### config.mk
export PLATFORM = sky130hd
export DESIGN_NAME = pwr_seq_ctrl
export DESIGN_NICKNAME = d
export VERILOG_FILES = /design/src/rtl/pwr_seq_ctrl.sv
export SDC_FILE = /design/constraint.sdc
export NUM_CORES = 1
export LEC_CHECK = 0
export ABC_AREA = 1
export BUFFER_PORTS_ARGS = -buffer_cell sky130_fd_sc_hd__buf_4
export CAP_MARGIN = 30
export CORE_ASPECT_RATIO = 1.1
export CORE_MARGIN = 4
export CORE_UTILIZATION = 46
export CTS_CLUSTER_DIAMETER = 120
export DETAILED_ROUTE_END_ITERATION = 10
export PLACE_DENSITY = 0.67
export SLEW_MARGIN = 20
export SYNTH_ARGS = -nofsm -noshare
export SYNTH_HDL_FRONTEND = slang
export SYNTH_SLANG_ARGS = --single-unit
### constraint.sdc
create_clock -name clk -period 2.5 [get_ports clk]
set_input_delay 0.5 -clock clk [delete_from_list [all_inputs] [get_ports clk]]
set_output_delay 0.5 -clock clk [all_outputs]
set_load 0.05 [all_outputs]
### src/rtl/pwr_seq_ctrl.sv
module pwr_seq_ctrl #(
  parameter int NR      = 3,
  parameter int DLY_CYC = 20,
  parameter int FLT_CYC = 40,
  parameter int TMO_CYC = 10
)(
  input  logic          clk,
  input  logic          rst_n,
  input  logic          supply_ok,
  input  logic          en,
  input  logic          mode_seq,
  input  logic          retry_sel,
  input  logic [NR-1:0] in_good,
  input  logic [NR-1:0] in_absent,
  input  logic [NR-1:0] out_good,
  input  logic [NR-1:0] out_low,
  input  logic [NR-1:0] trk_err,
  output logic [NR-1:0] gate_en,
  output logic [NR-1:0] dis_en,
  output logic          soft_off,
  output logic          pwr_good,
  output logic          fault_n
);
  localparam int RTY_CYC = 16 * FLT_CYC;
  localparam int M1      = (DLY_CYC > TMO_CYC) ? DLY_CYC : TMO_CYC;
  localparam int M2      = (M1 > RTY_CYC) ? M1 : RTY_CYC;
  localparam int CW      = $clog2(M2 + 1);
  localparam int IW      = (NR > 1) ? $clog2(NR) : 1;
  localparam logic [CW-1:0] DLY_END = CW'(DLY_CYC - 1);
  localparam logic [CW-1:0] FLT_END = CW'(FLT_CYC - 1);
  localparam logic [CW-1:0] TMO_END = CW'(TMO_CYC - 1);
  localparam logic [CW-1:0] RTY_END = CW'(RTY_CYC - 1);
  localparam logic [IW-1:0] LAST    = IW'(NR - 1);

  typedef enum logic [3:0] {
    S_IDLE, S_DLY, S_RAMP, S_SON, S_PGW, S_ON, S_RDN, S_FAST, S_LATCH, S_RWAIT
  } st_t;

  st_t           st;
  logic [CW-1:0] cnt;
  logic [IW-1:0] idx;
  logic [NR-1:0] gate_q;
  logic          fault_q, armed, mode_q, retry_q;

  logic [NR-1:0] excl;
  logic          run_ok, lo_ok, all_good, trk_hit, flt_now;

  assign excl     = in_absent & in_good;
  assign run_ok   = en & (&in_good);
  assign lo_ok    = &(out_low | excl);
  assign all_good = &(out_good | excl);
  assign trk_hit  = |(trk_err & ~excl);
  assign flt_now  = (st == S_RAMP && (trk_hit || cnt == FLT_END)) ||
                    (st == S_SON  && cnt == FLT_END) ||
                    (st == S_RDN  && trk_hit);

  always_ff @(posedge clk) begin
    if (!rst_n) begin
      st      <= S_IDLE;
      cnt     <= '0;
      idx     <= '0;
      gate_q  <= '0;
      fault_q <= 1'b1;
      armed   <= 1'b0;
      mode_q  <= 1'b0;
      retry_q <= 1'b1;
    end else if (!supply_ok) begin
      st      <= S_IDLE;
      cnt     <= '0;
      idx     <= '0;
      gate_q  <= '0;
      fault_q <= 1'b1;
      armed   <= 1'b0;
    end else if (flt_now) begin
      gate_q  <= '0;
      fault_q <= 1'b0;
      cnt     <= '0;
      armed   <= 1'b0;
      st      <= retry_q ? S_RWAIT : S_LATCH;
    end else begin
      case (st)
        S_IDLE: begin
          mode_q  <= mode_seq;
          retry_q <= retry_sel;
          cnt     <= '0;
          idx     <= '0;
          if (run_ok && lo_ok) st <= S_DLY;
        end
        S_DLY: begin
          if (!run_ok) begin
            gate_q <= '0;
            st     <= S_FAST;
          end else if (mode_q && excl[idx]) begin
            cnt <= '0;
            if (idx == LAST) st <= S_PGW;
            else             idx <= idx + 1'b1;
          end else if (cnt == DLY_END) begin
            cnt <= '0;
            if (mode_q) begin
              gate_q[idx] <= 1'b1;
              st          <= S_SON;
            end else begin
              gate_q <= '1;
              st     <= S_RAMP;
            end
          end else begin
            cnt <= cnt + 1'b1;
          end
        end
        S_RAMP: begin
          if (!run_ok) begin
            gate_q <= '0;
            st     <= S_FAST;
          end else if (all_good) begin
            cnt <= '0;
            st  <= S_PGW;
          end else begin
            cnt <= cnt + 1'b1;
          end
        end
        S_SON: begin
          if (!run_ok) begin
            gate_q <= '0;
            st     <= S_FAST;
          end else if (out_good[idx]) begin
            cnt <= '0;
            if (idx == LAST) st <= S_PGW;
            else begin
              idx <= idx + 1'b1;
              st  <= S_DLY;
            end
          end else begin
            cnt <= cnt + 1'b1;
          end
        end
        S_PGW: begin
          if (!run_ok) begin
            gate_q <= '0;
            st     <= S_FAST;
          end else if (cnt == TMO_END) begin
            st <= S_ON;
          end else begin
            cnt <= cnt + 1'b1;
          end
        end
        S_ON: begin
          if (!run_ok) begin
            gate_q <= '0;
            st     <= S_RDN;
          end
        end
        S_RDN:  if (lo_ok) st <= S_IDLE;
        S_FAST: if (lo_ok) st <= S_IDLE;
        S_LATCH: begin
          if (!en) armed <= 1'b1;
          else if (armed) begin
            cnt <= '0;
            st  <= S_RWAIT;
          end
        end
        S_RWAIT: begin
          if (cnt != RTY_END) cnt <= cnt + 1'b1;
          else if (run_ok && lo_ok) begin
            cnt     <= '0;
            idx     <= '0;
            fault_q <= 1'b1;
            st      <= S_DLY;
          end
        end
        default: st <= S_IDLE;
      endcase
    end
  end

  assign gate_en  = gate_q & ~excl;
  assign dis_en   = (st == S_FAST || st == S_LATCH || st == S_RWAIT) ? ~excl : '0;
  assign soft_off = (st == S_RDN);
  assign pwr_good = (st == S_ON);
  assign fault_n  = fault_q;
endmodule

Word-level counts from Yosys, hierarchy flattened. Index checks and enable logic that the tools add are counted.

Bits in registers: 23. Bits in latches: 0. RAM bits: 0. Bits in read-only memories: 0. Bits of input ports: 21. Output and inout bits: 9. Logic and storage cells: 156. Memories: 0.

Add/subtract/negate cells: 2. Multiply operators: 0. Divide/modulo/power cells: 0. $lt $le $gt $ge: 2. Eq/ne operators: 40. Shift-type cells: 0. Mux-type cells: 60. Bitwise logic cells: 12. Reduce and logical (&&, ||, !) cells: 32.

Operators by type and width (number): 10-bit 2-to-1 mux (13); 10-bit one-hot mux with 7 select lines (1); 4-bit 2-to-1 mux (17); 4-bit one-hot mux with 9 select lines (1); 2-bit inequality test (second input constant) (12); 3-bit 2-to-1 mux (7); 3-bit inequality test (second input constant) (6); 4-bit by 3-bit equality test with 1-bit output (second input constant) (4); 3-bit AND reduction (5); 2-bit 2-to-1 mux (7); 10-bit by 1-bit adder with 10-bit output (second input constant) (1); 10-bit by 4-bit equality test with 1-bit output (second input constant) (1); 10-bit by 5-bit equality test with 1-bit output (second input constant) (1); 10-bit by 6-bit equality test with 1-bit output (second input constant) (1); 10-bit inequality test (second input constant) (1); 5-bit inequality test (second input constant) (2); 10-bit AND reduction (1); 3-bit AND (3); 1-bit 2-to-1 mux (9); 3-bit OR (3); 9-bit AND reduction (1); 4-bit by 2-bit equality test with 1-bit output (second input constant) (2); 4-bit equality test (second input constant) (2); 4-bit inequality test (second input constant) (2); 28 further kinds (45).

Depth between registers and ports, before layout. Gate-level depths: netlist of run 1.

Depth in word-level cells: 10. Gate-level depth with buffers: 14. Gate-level depth less buffers: 14.

Worst setup path after synthesis of run 1. OpenSTA, ideal clock, no wires.

Path type: register to output. From: reg st[2]. To: out soft_off. Arrival: 1.665 ns. Data required time: 2.000 ns. Slack: 0.335 ns. Cell stages (with the launch flop): 5. Buffers on the path: 0. Cell sequence: dfxtp_1 -> inv_2 -> nor2_4 -> inv_1 -> nor3_1.

Word-level cells in the longest chain between the ends: 1.

RTL lines: from (decl) (RTL line 39) `st_t st;`; from (signal assigned) (RTL line 79) `st <= retry_q ? S_RWAIT : S_LATCH;`; 4-bit by 3-bit equality test with 1-bit output (RTL line 177) `assign soft_off = (st == S_RDN);`; to (decl) (RTL line 20) `output logic soft_off,`.

No other way between the ends.

Final worst setup path of run 1.
From: reg st[1]. To: out dis_en[0].

Word-level cells in the longest chain between the ends: 4. Elaborated cells between the ends (all ways): 6. Classes of those cells: 3 x eq/ne; 1 x mux; 2 x reduce/logical.

RTL lines: 4-bit by 3-bit equality test with 1-bit output / 4-bit equality test (equally long branches) (RTL line 176) `assign dis_en = (st == S_FAST || st == S_LATCH || st == S_RWAIT) ? ~excl : '0;`; 1-bit logical OR (RTL line 176); 1-bit logical OR (*) (RTL line 176); 3-bit 2-to-1 mux (*) (RTL line 176); to (decl) (RTL line 19) `output logic [NR-1:0] dis_en,`.

Every way passes the cells marked *; elsewhere a longest branch is shown, timed or not.

==> flow_summary.json, run 1 <==
{
  "drc_errors": 0,
  "floorplan_die_area_mm2": 0.00517,
  "fillCellCount": 417,
  "mappedNetlistArea_mm2": 0.00188,
  "final-max-slew-violation-count": 0,
  "ff_latch_count_synth": 23,
  "final_cell_mix": "57 x nand2_1, 46 x nor2_1, 41 x inv_1, 30 x buf_4, 27 x nand3_1",
  "period_needed_ns": 2.23,
  "p_sw_mw": 0.174,
  "maxCapViolCount": 0,
  "first_global_vias": 1882,
  "detailedPlace.worstSlack_ns": 0.429,
  "vias": 1972,
  "globalRouteTotalUtil": 0.201,
  "worstPathArrival_ns": 1.73,
  "port_buffers": 29,
  "dpl.cell_count": 377,
  "hpwl_um": 3840,
  "mappedNetlistNets": 325,
  "synthesis.yosys.warnings": 0,
  "tritoncts": "built",
  "htree_levels": 1,
  "post_cts_repair_setup_buffers": 0,
  "routed_wire_length_per_instance_um": 12.5,
  "tritoncts_sinks": 23,
  "grt_antenna_before_repair": 0,
  "synthArstFlopShare": 0,
  "antenna_cells_inserted": 0,
  "layout.cells.most_common": "nand2_1",
  "root_buffer": "clkbuf_8",
  "power_density_mw_per_mm2": 316,
  "share_clk_of_total_power": 0.351,
  "worst_pin_slew_ns": 0.406,
  "layoutNonFillerInstCount": 381,
  "nNetsFinal": 356,
  "floorplan.io_pins": 30,
  "finalSetupTns_ns": 0,
  "post_cts_resize_count": 0,
  "power_report.internal_total_mw": 0.516,
  "ys_dominant_reg_cell": "dfxtp_1",
  "worstPathRequired_ns": 2.00,
  "criticalPathCategory": "flip-flop to output pin",
  "core_box_area_mm2": 0.00396,
  "floorplan.initialDensity": 0.474,
  "drt-initial-drc-count": 112,
  "avgViaCountPerCell": 5.18,
  "rsz0062_at_grt": "false",
  "total_clock_buffers_created_by_cts": 3,
  "ant_nets": 0,
  "critical_path_peak_fanout": 9,
  "dieHeight_um": 75.0,
  "combPwrFrac": 0.108,
  "period_share": 0.890,
  "synth-edff-count": 0,
  "power.share.sequential": 0.540,
  "kind_of_start_point_of_the_critical_path": "flip-flop",
  "power.ir.vdd_worst_v": 0.000162,
  "postLayoutSetupSlackWorst_ns": 0.274,
  "clk_pin_slew_worst_paths_ns": 0.09,
  "timing.final.hold_violations": 0,
  "synth.lib_cells_used.distinct": 40,
  "p_total_mw": 0.690,
  "num_rows": 24,
  "synth.avg_cell_area_um2": 6.28,
  "status": "completed",
  "first_pass_grt_wire_length_um": 7980,
  "total_wirelength_of_the_detailed_routed_design_um": 4770,
  "syn2layout_area_growth_pct": 16.1,
  "largest_net_degree_at_the_start_of_global_routing": 15,
  "place.gp.congestion": 0.880,
  "die-width_um": 68.9,
  "cts-root-to-sink-buffers": 2,
  "leakage_nw": 1.04,
  "global_route.overflow_total": 0,
  "finalSetupViolations": 0,
  "worst_setup_path_end_kind": "output pin",
  "drt-pass1-iter-count": 5,
  "post_cts_hold_buffer_count": 0,
  "swShare": 0.253,
  "max_slew_margin": 0.728,
  "ys_seq_area_frac": 0.245,
  "hp-class": "primary input to flip-flop",
  "postSynthCellCount": 299,
  "worst_skew_ns": 0.00332,
  "drive_above_1_share": 0.222,
  "clk-insertion-delay-late_ns": 0.27,
  "layout.core_utilization": 0.550,
  "maxClockFrequency_mhz": 449
}
==> flip-flops by register name, indices dropped and copies added (netlist names) <==
signal	flops
mode_q	1
st	4
fault_n	1
armed	1
retry_q	1
idx	2
cnt	10
gate_q	3
==> per-stage QoR <==
stage          hold slack [ns]  area, um^2
2_1_floorplan            0.425        1880
3_3_place_gp             0.439        2130
3_5_place_dp             0.447        2130
4_1_cts                  0.445        2180
5_1_grt                  0.462        2180
6_report                 0.453        2180
==> worst max-delay path, stage by stage, from the launching register on <==
cell	delay, ns
dfxtp_1	0.57
inv_2	0.14
nand3_2	0.14
inv_1	0.07
a31oi_1	0.27
nor2_1	0.08
buf_4	0.20
==> kinds of logic after synthesis <==
| group | Yosys count | synth area share |
|---|---|---|
| simple gates | 177 | 0.469 |
| buf+inv | 53 | 0.117 |
| compound gates | 40 | 0.131 |
| flops | 23 | 0.245 |
| fa+ha+maj | 5 | 0.0333 |
| xor+xnor | 1 | 0.00466 |
==> worst paths after layout <==
kind                           to  cells past startpoint          startpoint  slack (ns)
min          retry_q$_SDFFE_PN1P_                      3           retry_sel        0.45
max reg2reg   cnt[2]$_SDFFE_PP0P_                      9  st[1]$_SDFFE_PN0P_        0.41
max                     dis_en[0]                      6  st[1]$_SDFFE_PN0P_        0.27
min reg2reg    armed$_SDFFE_PP0P_                      2  armed$_SDFFE_PP0P_        0.46
==> synthesized netlist by cell type (2+ instances only) <==
cell type	number	area (um^2)
o21ai_1	4	20.0
nor2_1	46	173
nand4_1	7	43.8
inv_1	41	154
nor3_1	9	45.0
nand3_1	27	135
buf_4	2	15.0
nand3_2	3	30.0
nand2_1	57	214
a211oi_1	4	30.0
nor3_2	3	30.0
o21ai_0	9	45.0
inv_2	7	26.3
nor2_2	6	37.5
nand2_2	6	37.5
nor2_4	4	45.0
dfxtp_1	23	460
ha_1	5	62.6
o21ai_2	3	26.3
a21oi_1	13	65.1
==> routing by layer <==
layer / vias up / part of all wire / track usage
met2: 61 / 0.46 / 0.345
met3: 7 / 0.073 / 0.0343
met5: - / 0 / 0
li1: 1027 / - / -
met1: 877 / 0.45 / 0.258
met4: 0 / 0.015 / 0.0541
==> power by group through the flow <==
stage	logic (mW)	registers [mW]	clock network, mW
finish	0.0747	0.373	0.242
global route	0.0841	0.374	0.268
CTS	0.0751	0.373	0.253
floorplan	0.0399	0.380	0
detailed placement	0.0748	0.382	0
global placement	0.0745	0.382	0
==> area by class of cell <==
class | instances | area (um^2) | share of cell area
Multi-Input combinational cell | 223 | 1200 | 0.549
Sequential cell | 23 | 460 | 0.211
Timing Repair Buffer | 30 | 225 | 0.103
Inverter | 49 | 186 | 0.0855
Tap cell | 52 | 65.1 | 0.0298
Clock buffer | 3 | 41.3 | 0.0189
Clock inverter | 1 | 5.00 | 0.00229
(Power assumes the default switching activity.)
==> inputs of run 2 (changes only) <==
--- a/config.mk
+++ b/config.mk
@@ -5,7 +5,6 @@
 export SDC_FILE = /design/constraint.sdc
 export NUM_CORES = 1
 export LEC_CHECK = 0
-export ABC_AREA = 1
 export BUFFER_PORTS_ARGS = -buffer_cell sky130_fd_sc_hd__buf_4
 export CAP_MARGIN = 30
 export CORE_ASPECT_RATIO = 1.1
==> constraint.sdc (replaced) <==
create_clock -name clk -period 2.7 [get_ports clk]
set_input_delay 0.54 -clock clk [delete_from_list [all_inputs] [get_ports clk]]
set_output_delay 0.54 -clock clk [all_outputs]
set_load 0.05 [all_outputs]
==> flow_summary.json, run 2 <==
{
  "port_buffers": 29,
  "number_of_flip_flops_in_the_largest_register": 10,
  "root_buffer": "clkbuf_8",
  "antenna_cells_inserted": 0,
  "postLayoutSetupSlackWorst_ns": 0.188,
  "post_cts_repair_setup_buffers": 0,
  "reg_top3": "cnt: 10 flops, st: 4 flops, gate_q: 3 flops",
  "ff_latch_count_synth": 23,
  "timing.final.hold_violations": 0,
  "worst_setup_path_end_kind": "flip-flop",
  "finalSetupTns_ns": 0,
  "registers.top_by_ff_count": "cnt",
  "combPwrFrac": 0.206,
  "avgViaCountPerCell": 5.86,
  "drt-initial-drc-count": 101,
  "core_box_area_mm2": 0.00396,
  "r2r_end": "idx[0]$_SDFFE_PN0P_",
  "routed_wire_length_per_instance_um": 15.6,
  "period_share": 0.930,
  "hpwl_um": 4150,
  "layout.cells.most_common": "buf_4",
  "r2r_cells": 8,
  "power_report.internal_total_mw": 0.512,
  "detailedPlace.worstSlack_ns": 0.208,
  "tritoncts_sinks": 23,
  "mappedNetlistNets": 269,
  "swShare": 0.286,
  "syn2layout_area_growth_pct": 18.4,
  "synth-edff-count": 0,
  "vias": 1939,
  "largest_net_degree_at_the_start_of_global_routing": 15,
  "synth_area_leaders": "dfxtp_1 24%, a21oi_1 6.3%, nor2_1 5.3%, nand2_1 4.0%, ha_1 3.3%",
  "num_rows": 24,
  "power.share.sequential": 0.490,
  "worstPathRequired_ns": 2.85,
  "worst_skew_ns": 0.00294,
  "floorplan.io_pins": 30,
  "layoutNonFillerInstCount": 331,
  "max_slew_margin": 0.390,
  "p_sw_mw": 0.205,
  "worst_setup_path_endpoint": "idx[0]$_SDFFE_PN0P_",
  "ant_nets": 0,
  "total_clock_buffers_created_by_cts": 3,
  "maxClockFrequency_mhz": 398,
  "final_cell_mix": "44 x buf_4, 27 x nor2_1, 24 x a21oi_1, 23 x dfxtp_1, 20 x nand2_1",
  "maxCapViolCount": 0,
  "rsz0062_at_grt": "false",
  "synthMostInstantiatedCell": "nor2_1",
  "total_wirelength_of_the_detailed_routed_design_um": 5150,
  "synth.lib_cells_used.distinct": 67,
  "floorplan.initialDensity": 0.479,
  "dpl.cell_count": 327,
  "kind_of_start_point_of_the_critical_path": "flip-flop",
  "post_cts_resize_count": 0,
  "drt-pass1-iter-count": 5,
  "grt_antenna_before_repair": 0,
  "synthDominantAreaCellType": "dfxtp_1",
  "timing.reg2reg.setup_slack_ns": 0.19,
  "mappedNetlistArea_mm2": 0.00190,
  "synth.avg_cell_area_um2": 7.82,
  "tritoncts": "built",
  "clk_pin_slew_worst_paths_ns": 0.09,
  "clk-insertion-delay-late_ns": 0.26,
  "postSynthCellCount": 243,
  "synthArstFlopShare": 0,
  "p_total_mw": 0.717,
  "drive_above_1_share": 0.229,
  "dieHeight_um": 75.4,
  "post_cts_hold_buffer_count": 0,
  "period_needed_ns": 2.51,
  "critical_path_peak_fanout": 8,
  "global_route.overflow_total": 0,
  "cts-root-to-sink-buffers": 2,
  "worst_pin_slew_ns": 0.913,
  "crit_startpoint": "idx[0]$_SDFFE_PN0P_",
  "finalSetupViolations": 0,
  "globalRouteTotalUtil": 0.201,
  "first_global_vias": 1861,
  "layout.core_utilization": 0.567,
  "share_clk_of_total_power": 0.305,
  "leakage_nw": 0.818,
  "ys_dominant_reg_cell": "dfxtp_1",
  "final-max-slew-violation-count": 0,
  "floorplan_die_area_mm2": 0.00522,
  "htree_levels": 1,
  "power_density_mw_per_mm2": 319,
  "synthesis.yosys.warnings": 0,
  "status": "completed",
  "ys_seq_area_frac": 0.242,
  "die-width_um": 69.3,
  "worstPathArrival_ns": 2.66,
  "first_pass_grt_wire_length_um": 8760,
  "place.gp.congestion": 0.875,
  "yosysTopAreaCellShare": 0.242,
  "criticalPathCategory": "flip-flop to flip-flop",
  "launch_instance_of_the_worst_register_to_register_path": "idx[0]$_SDFFE_PN0P_",
  "hp-class": "primary input to flip-flop",
  "synth_common_cells": "27 x nor2_1, 24 x a21oi_1, 23 x dfxtp_1",
  "power.ir.vdd_worst_v": 0.000215,
  "nNetsFinal": 306,
  "drc_errors": 0
}
run 2: changes by cell type in the layout (fill, tap and decap cells not counted), moves of 4 or more:
cell / previous run / this run
nor2_2: 6 / 0
nand2b_1: 0 / 6
xnor2_1: 0 / 7
a31oi_1: 1 / 6
nor2_1: 46 / 27
buf_4: 30 / 44
and2_1: 0 / 4
nand3_1: 27 / 6
a21oi_1: 13 / 24
inv_2: 7 / 0
nand2_2: 6 / 0
nor2_4: 4 / 0
inv_1: 41 / 7
nand2_1: 57 / 20
run 2: cell families after synthesis:
group	Yosys count	share of synthesized area
mux	3	0.0158
flops	23	0.242
simple gates	121	0.389
buf+inv	19	0.0632
fa+ha+maj	5	0.0329
compound gates	65	0.225
xor+xnor	7	0.0323
run 2: final cells by class:
cell class              count  area, um^2
clock inverters             1        5.00
repair buffers             44         330
flip-flops and latches     23         460
multi-input cells         201        1320
fillers                   427        1720
clock buffers               3        41.3
inverters                   7        26.3
well taps                  52        65.1
run 2: worst min-delay path by stage:
stage	start	to	slack [ns]	cells past startpoint
6_report	rst_n	retry_q$_SDFFE_PN1P_	0.44	2
5_1_grt	rst_n	retry_q$_SDFFE_PN1P_	0.45	2
4_1_cts	rst_n	retry_q$_SDFFE_PN1P_	0.45	2
3_5_place_dp	gate_q[2]$_SDFFE_PP0P_	gate_q[2]$_SDFFE_PP0P_	0.45	2
3_3_place_gp	gate_q[2]$_SDFFE_PP0P_	gate_q[2]$_SDFFE_PP0P_	0.44	2
2_1_floorplan	gate_q[0]$_SDFFE_PP0P_	gate_q[0]$_SDFFE_PP0P_	0.43	2
run 2: worst max-delay path, stage by stage (launching register included):
cell and delay, ns:
dfxtp_1 0.45, inv_1 0.11, ha_1 0.24, nor2b_1 0.24
a21oi_1 0.10, o21ai_0 0.35, or4b_2 0.64, o21ai_0 0.18
a21oi_1 0.09
run 2: power by group through the flow:
stage	registers (mW)	logic, mW	clock network [mW]
finish	0.351	0.147	0.219
global route	0.352	0.162	0.244
CTS	0.351	0.147	0.226
detailed placement	0.359	0.146	0
global placement	0.359	0.145	0
floorplan	0.357	0.0892	0
run 2: through the flow:
stage	hold slack [ns]	area [um^2]
floorplan	0.429	1900
global placement	0.439	2200
detailed placement	0.452	2200
CTS	0.445	2250
global route	0.452	2250
finish	0.444	2250
run 2: per-layer routing:
layer  GRT usage  wire length, um  up-vias  share of wire
met5           0                0        -              0
met3      0.0356              300       10          0.058
met4      0.0716              101        0          0.020
li1            -                -      994              -
met1       0.237             2190      874           0.43
met2       0.374             2560       61           0.50
==> inputs of run 3 (changes only) <==
--- a/config.mk
+++ b/config.mk
@@ -13,6 +13,7 @@
 export CTS_CLUSTER_DIAMETER = 120
 export DETAILED_ROUTE_END_ITERATION = 10
 export PLACE_DENSITY = 0.67
+export RECOVER_POWER = 100
 export SLEW_MARGIN = 20
 export SYNTH_ARGS = -nofsm -noshare
 export SYNTH_HDL_FRONTEND = slang
==> flow_summary.json, run 3 (same netlist as run 2, synthesis figures left out) <==
{
  "place.gp.congestion": 0.875,
  "die-width_um": 69.3,
  "floorplan.initialDensity": 0.479,
  "hold-path-endpoint": "retry_q$_SDFFE_PN1P_",
  "timing.final.hold_violations": 0,
  "max_slew_margin": 0.390,
  "cts-root-to-sink-buffers": 2,
  "num_rows": 24,
  "status": "completed",
  "worstPathArrival_ns": 2.67,
  "final-max-slew-violation-count": 0,
  "layout.cells.most_common": "buf_4",
  "layoutNonFillerInstCount": 331,
  "timing.critical_path.buf_inv": 1,
  "finalSetupTns_ns": 0,
  "tritoncts": "built",
  "first_pass_grt_wire_length_um": 8760,
  "antenna_cells_inserted": 0,
  "r2r_end": "idx[0]$_SDFFE_PN0P_",
  "cell_chain_of_the_critical_path": "inv_1 -> ha_1 -> nor2b_1 -> a21oi_1 -> o21ai_0 -> or4b_2 -> o21ai_0 -> a21oi_1",
  "critical_path_peak_fanout": 8,
  "post_cts_resize_count": 0,
  "r2r_cells": 8,
  "final_cell_mix": "32 x buf_4, 27 x nor2_1, 24 x a21oi_1, 23 x dfxtp_1, 20 x nand2_1",
  "criticalPathCategory": "flip-flop to flip-flop",
  "maxClockFrequency_mhz": 397,
  "timing.reg2reg.setup_slack_ns": 0.18,
  "finalSetupViolations": 0,
  "largest_net_degree_at_the_start_of_global_routing": 15,
  "avgViaCountPerCell": 5.90,
  "leakage_nw": 0.783,
  "total_wirelength_of_the_detailed_routed_design_um": 5160,
  "vias": 1954,
  "kind_of_start_point_of_the_critical_path": "flip-flop",
  "drt-pass1-iter-count": 4,
  "postLayoutSetupSlackWorst_ns": 0.178,
  "floorplan_die_area_mm2": 0.00522,
  "drc_errors": 0,
  "clk_pin_slew_worst_paths_ns": 0.09,
  "swShare": 0.288,
  "ff_latch_area_um2": 460,
  "post_cts_hold_buffer_count": 0,
  "area_of_the_multi_input_gates_mm2": 0.00132,
  "worst_setup_path_end_kind": "flip-flop",
  "core_box_area_mm2": 0.00396,
  "dieHeight_um": 75.4,
  "post_cts_repair_setup_buffers": 0,
  "power.share.sequential": 0.490,
  "cp_slowest_stage_delay_ns": 0.64,
  "hp-class": "primary input to flip-flop",
  "floorplan.io_pins": 30,
  "hpwl_um": 4150,
  "timing.critical_path.max_delay_family": "simple AND/OR/NAND/NOR gates",
  "maxCapViolCount": 0,
  "number_of_flip_flops_in_the_largest_register": 10,
  "ant_nets": 0,
  "clk-insertion-delay-late_ns": 0.26,
  "drt-initial-drc-count": 106,
  "port_buffers": 29,
  "syn2layout_area_growth_pct": 16.0,
  "htree_levels": 1,
  "fin_worst_hold_slack_ns": 0.445,
  "tritoncts_sinks": 23,
  "power.ir.vdd_worst_v": 0.000215,
  "period_needed_ns": 2.52,
  "globalRouteTotalUtil": 0.201,
  "power_density_mw_per_mm2": 325,
  "worstPathRequired_ns": 2.85,
  "detailedPlace.worstSlack_ns": 0.208,
  "min-delay-start": "rst_n",
  "worst_pin_slew_ns": 0.912,
  "root_buffer": "clkbuf_8",
  "grt_antenna_before_repair": 0,
  "worst_skew_ns": 0.00214,
  "rsz0062_at_grt": "false",
  "power_report.internal_total_mw": 0.509,
  "first_global_vias": 1861,
  "routed_wire_length_per_instance_um": 15.6,
  "global_route.overflow_total": 0,
  "registers.top_by_ff_count": "cnt",
  "combPwrFrac": 0.202,
  "dpl.cell_count": 327,
  "layout.core_utilization": 0.556,
  "period_share": 0.934,
  "reg_top3": "cnt: 10 flops, st: 4 flops, gate_q: 3 flops",
  "fillCellCount": 432,
  "share_clk_of_total_power": 0.308,
  "nNetsFinal": 306,
  "whs_path_depth": 2,
  "crit_path_top_delay_cell": "or4b_2",
  "p_sw_mw": 0.207,
  "total_clock_buffers_created_by_cts": 3,
  "drive_above_1_share": 0.197,
  "launch_instance_of_the_worst_register_to_register_path": "idx[0]$_SDFFE_PN0P_"
}
## run 3: cell types whose count changed in the layout (fill, tap and decap cells not counted), sizes merged
| cell | change |
|---|---|
| clkbuf | +12 |
| buf | -12 |
## run 3: worst register-to-register path, delay by kind of cell, from the launching register on
family	cells	cell delay [ns]
simple gates	2	0.88
compound gates	4	0.73
flops	1	0.45
fa+ha+maj	1	0.24
buf+inv	1	0.11
## run 3: power by group through the flow
stage          combinational (mW)  sequential [mW]  clock [mW]
2_1_floorplan              0.0892            0.357           0
3_3_place_gp                0.145            0.359           0
3_5_place_dp                0.146            0.359           0
4_1_cts                     0.147            0.351       0.226
5_1_grt                     0.159            0.352       0.244
6_report                    0.145            0.351       0.220
## run 3: worst max-delay path by stage
stage,start,end,slack [ns],depth (start not counted)
after detailed placement,in_good[2],cnt[4]$_SDFFE_PP0P_,0.21,7
after CTS,idx[0]$_SDFFE_PN0P_,idx[0]$_SDFFE_PN0P_,0.22,8
after global routing,cnt[0]$_SDFFE_PP0P_,cnt[6]$_SDFFE_PP0P_,0.09,9
final,idx[0]$_SDFFE_PN0P_,idx[0]$_SDFFE_PN0P_,0.18,8
after floorplan,in_absent[0],cnt[2]$_SDFFE_PP0P_,0.48,6
after global placement,in_good[0],cnt[2]$_SDFFE_PP0P_,0.01,7
## run 3: final cells by class
type	instances	area share
sequential	23	0.209
tap	52	0.0295
timing repair buffer	44	0.132
clock inverter	1	0.00227
inverter	7	0.0119
multi-input combinational	201	0.597
clock buffer	3	0.0187
## run 3: through the flow
step	power (mW)	area [um^2]
3_3_place_gp	0.504	2200
3_5_place_dp	0.505	2200
5_1_grt	0.755	2200
6_report	0.716	2200
4_1_cts	0.724	2250
2_1_floorplan	0.446	1900
## run 3: layer usage
metal | GRT usage | up-vias | wire length, um
li1 | - | 988 | -
met2 | 0.374 | 65 | 2550
met4 | 0.0716 | 0 | 103
met3 | 0.0356 | 11 | 310
met5 | 0 | - | 0
met1 | 0.237 | 890 | 2190
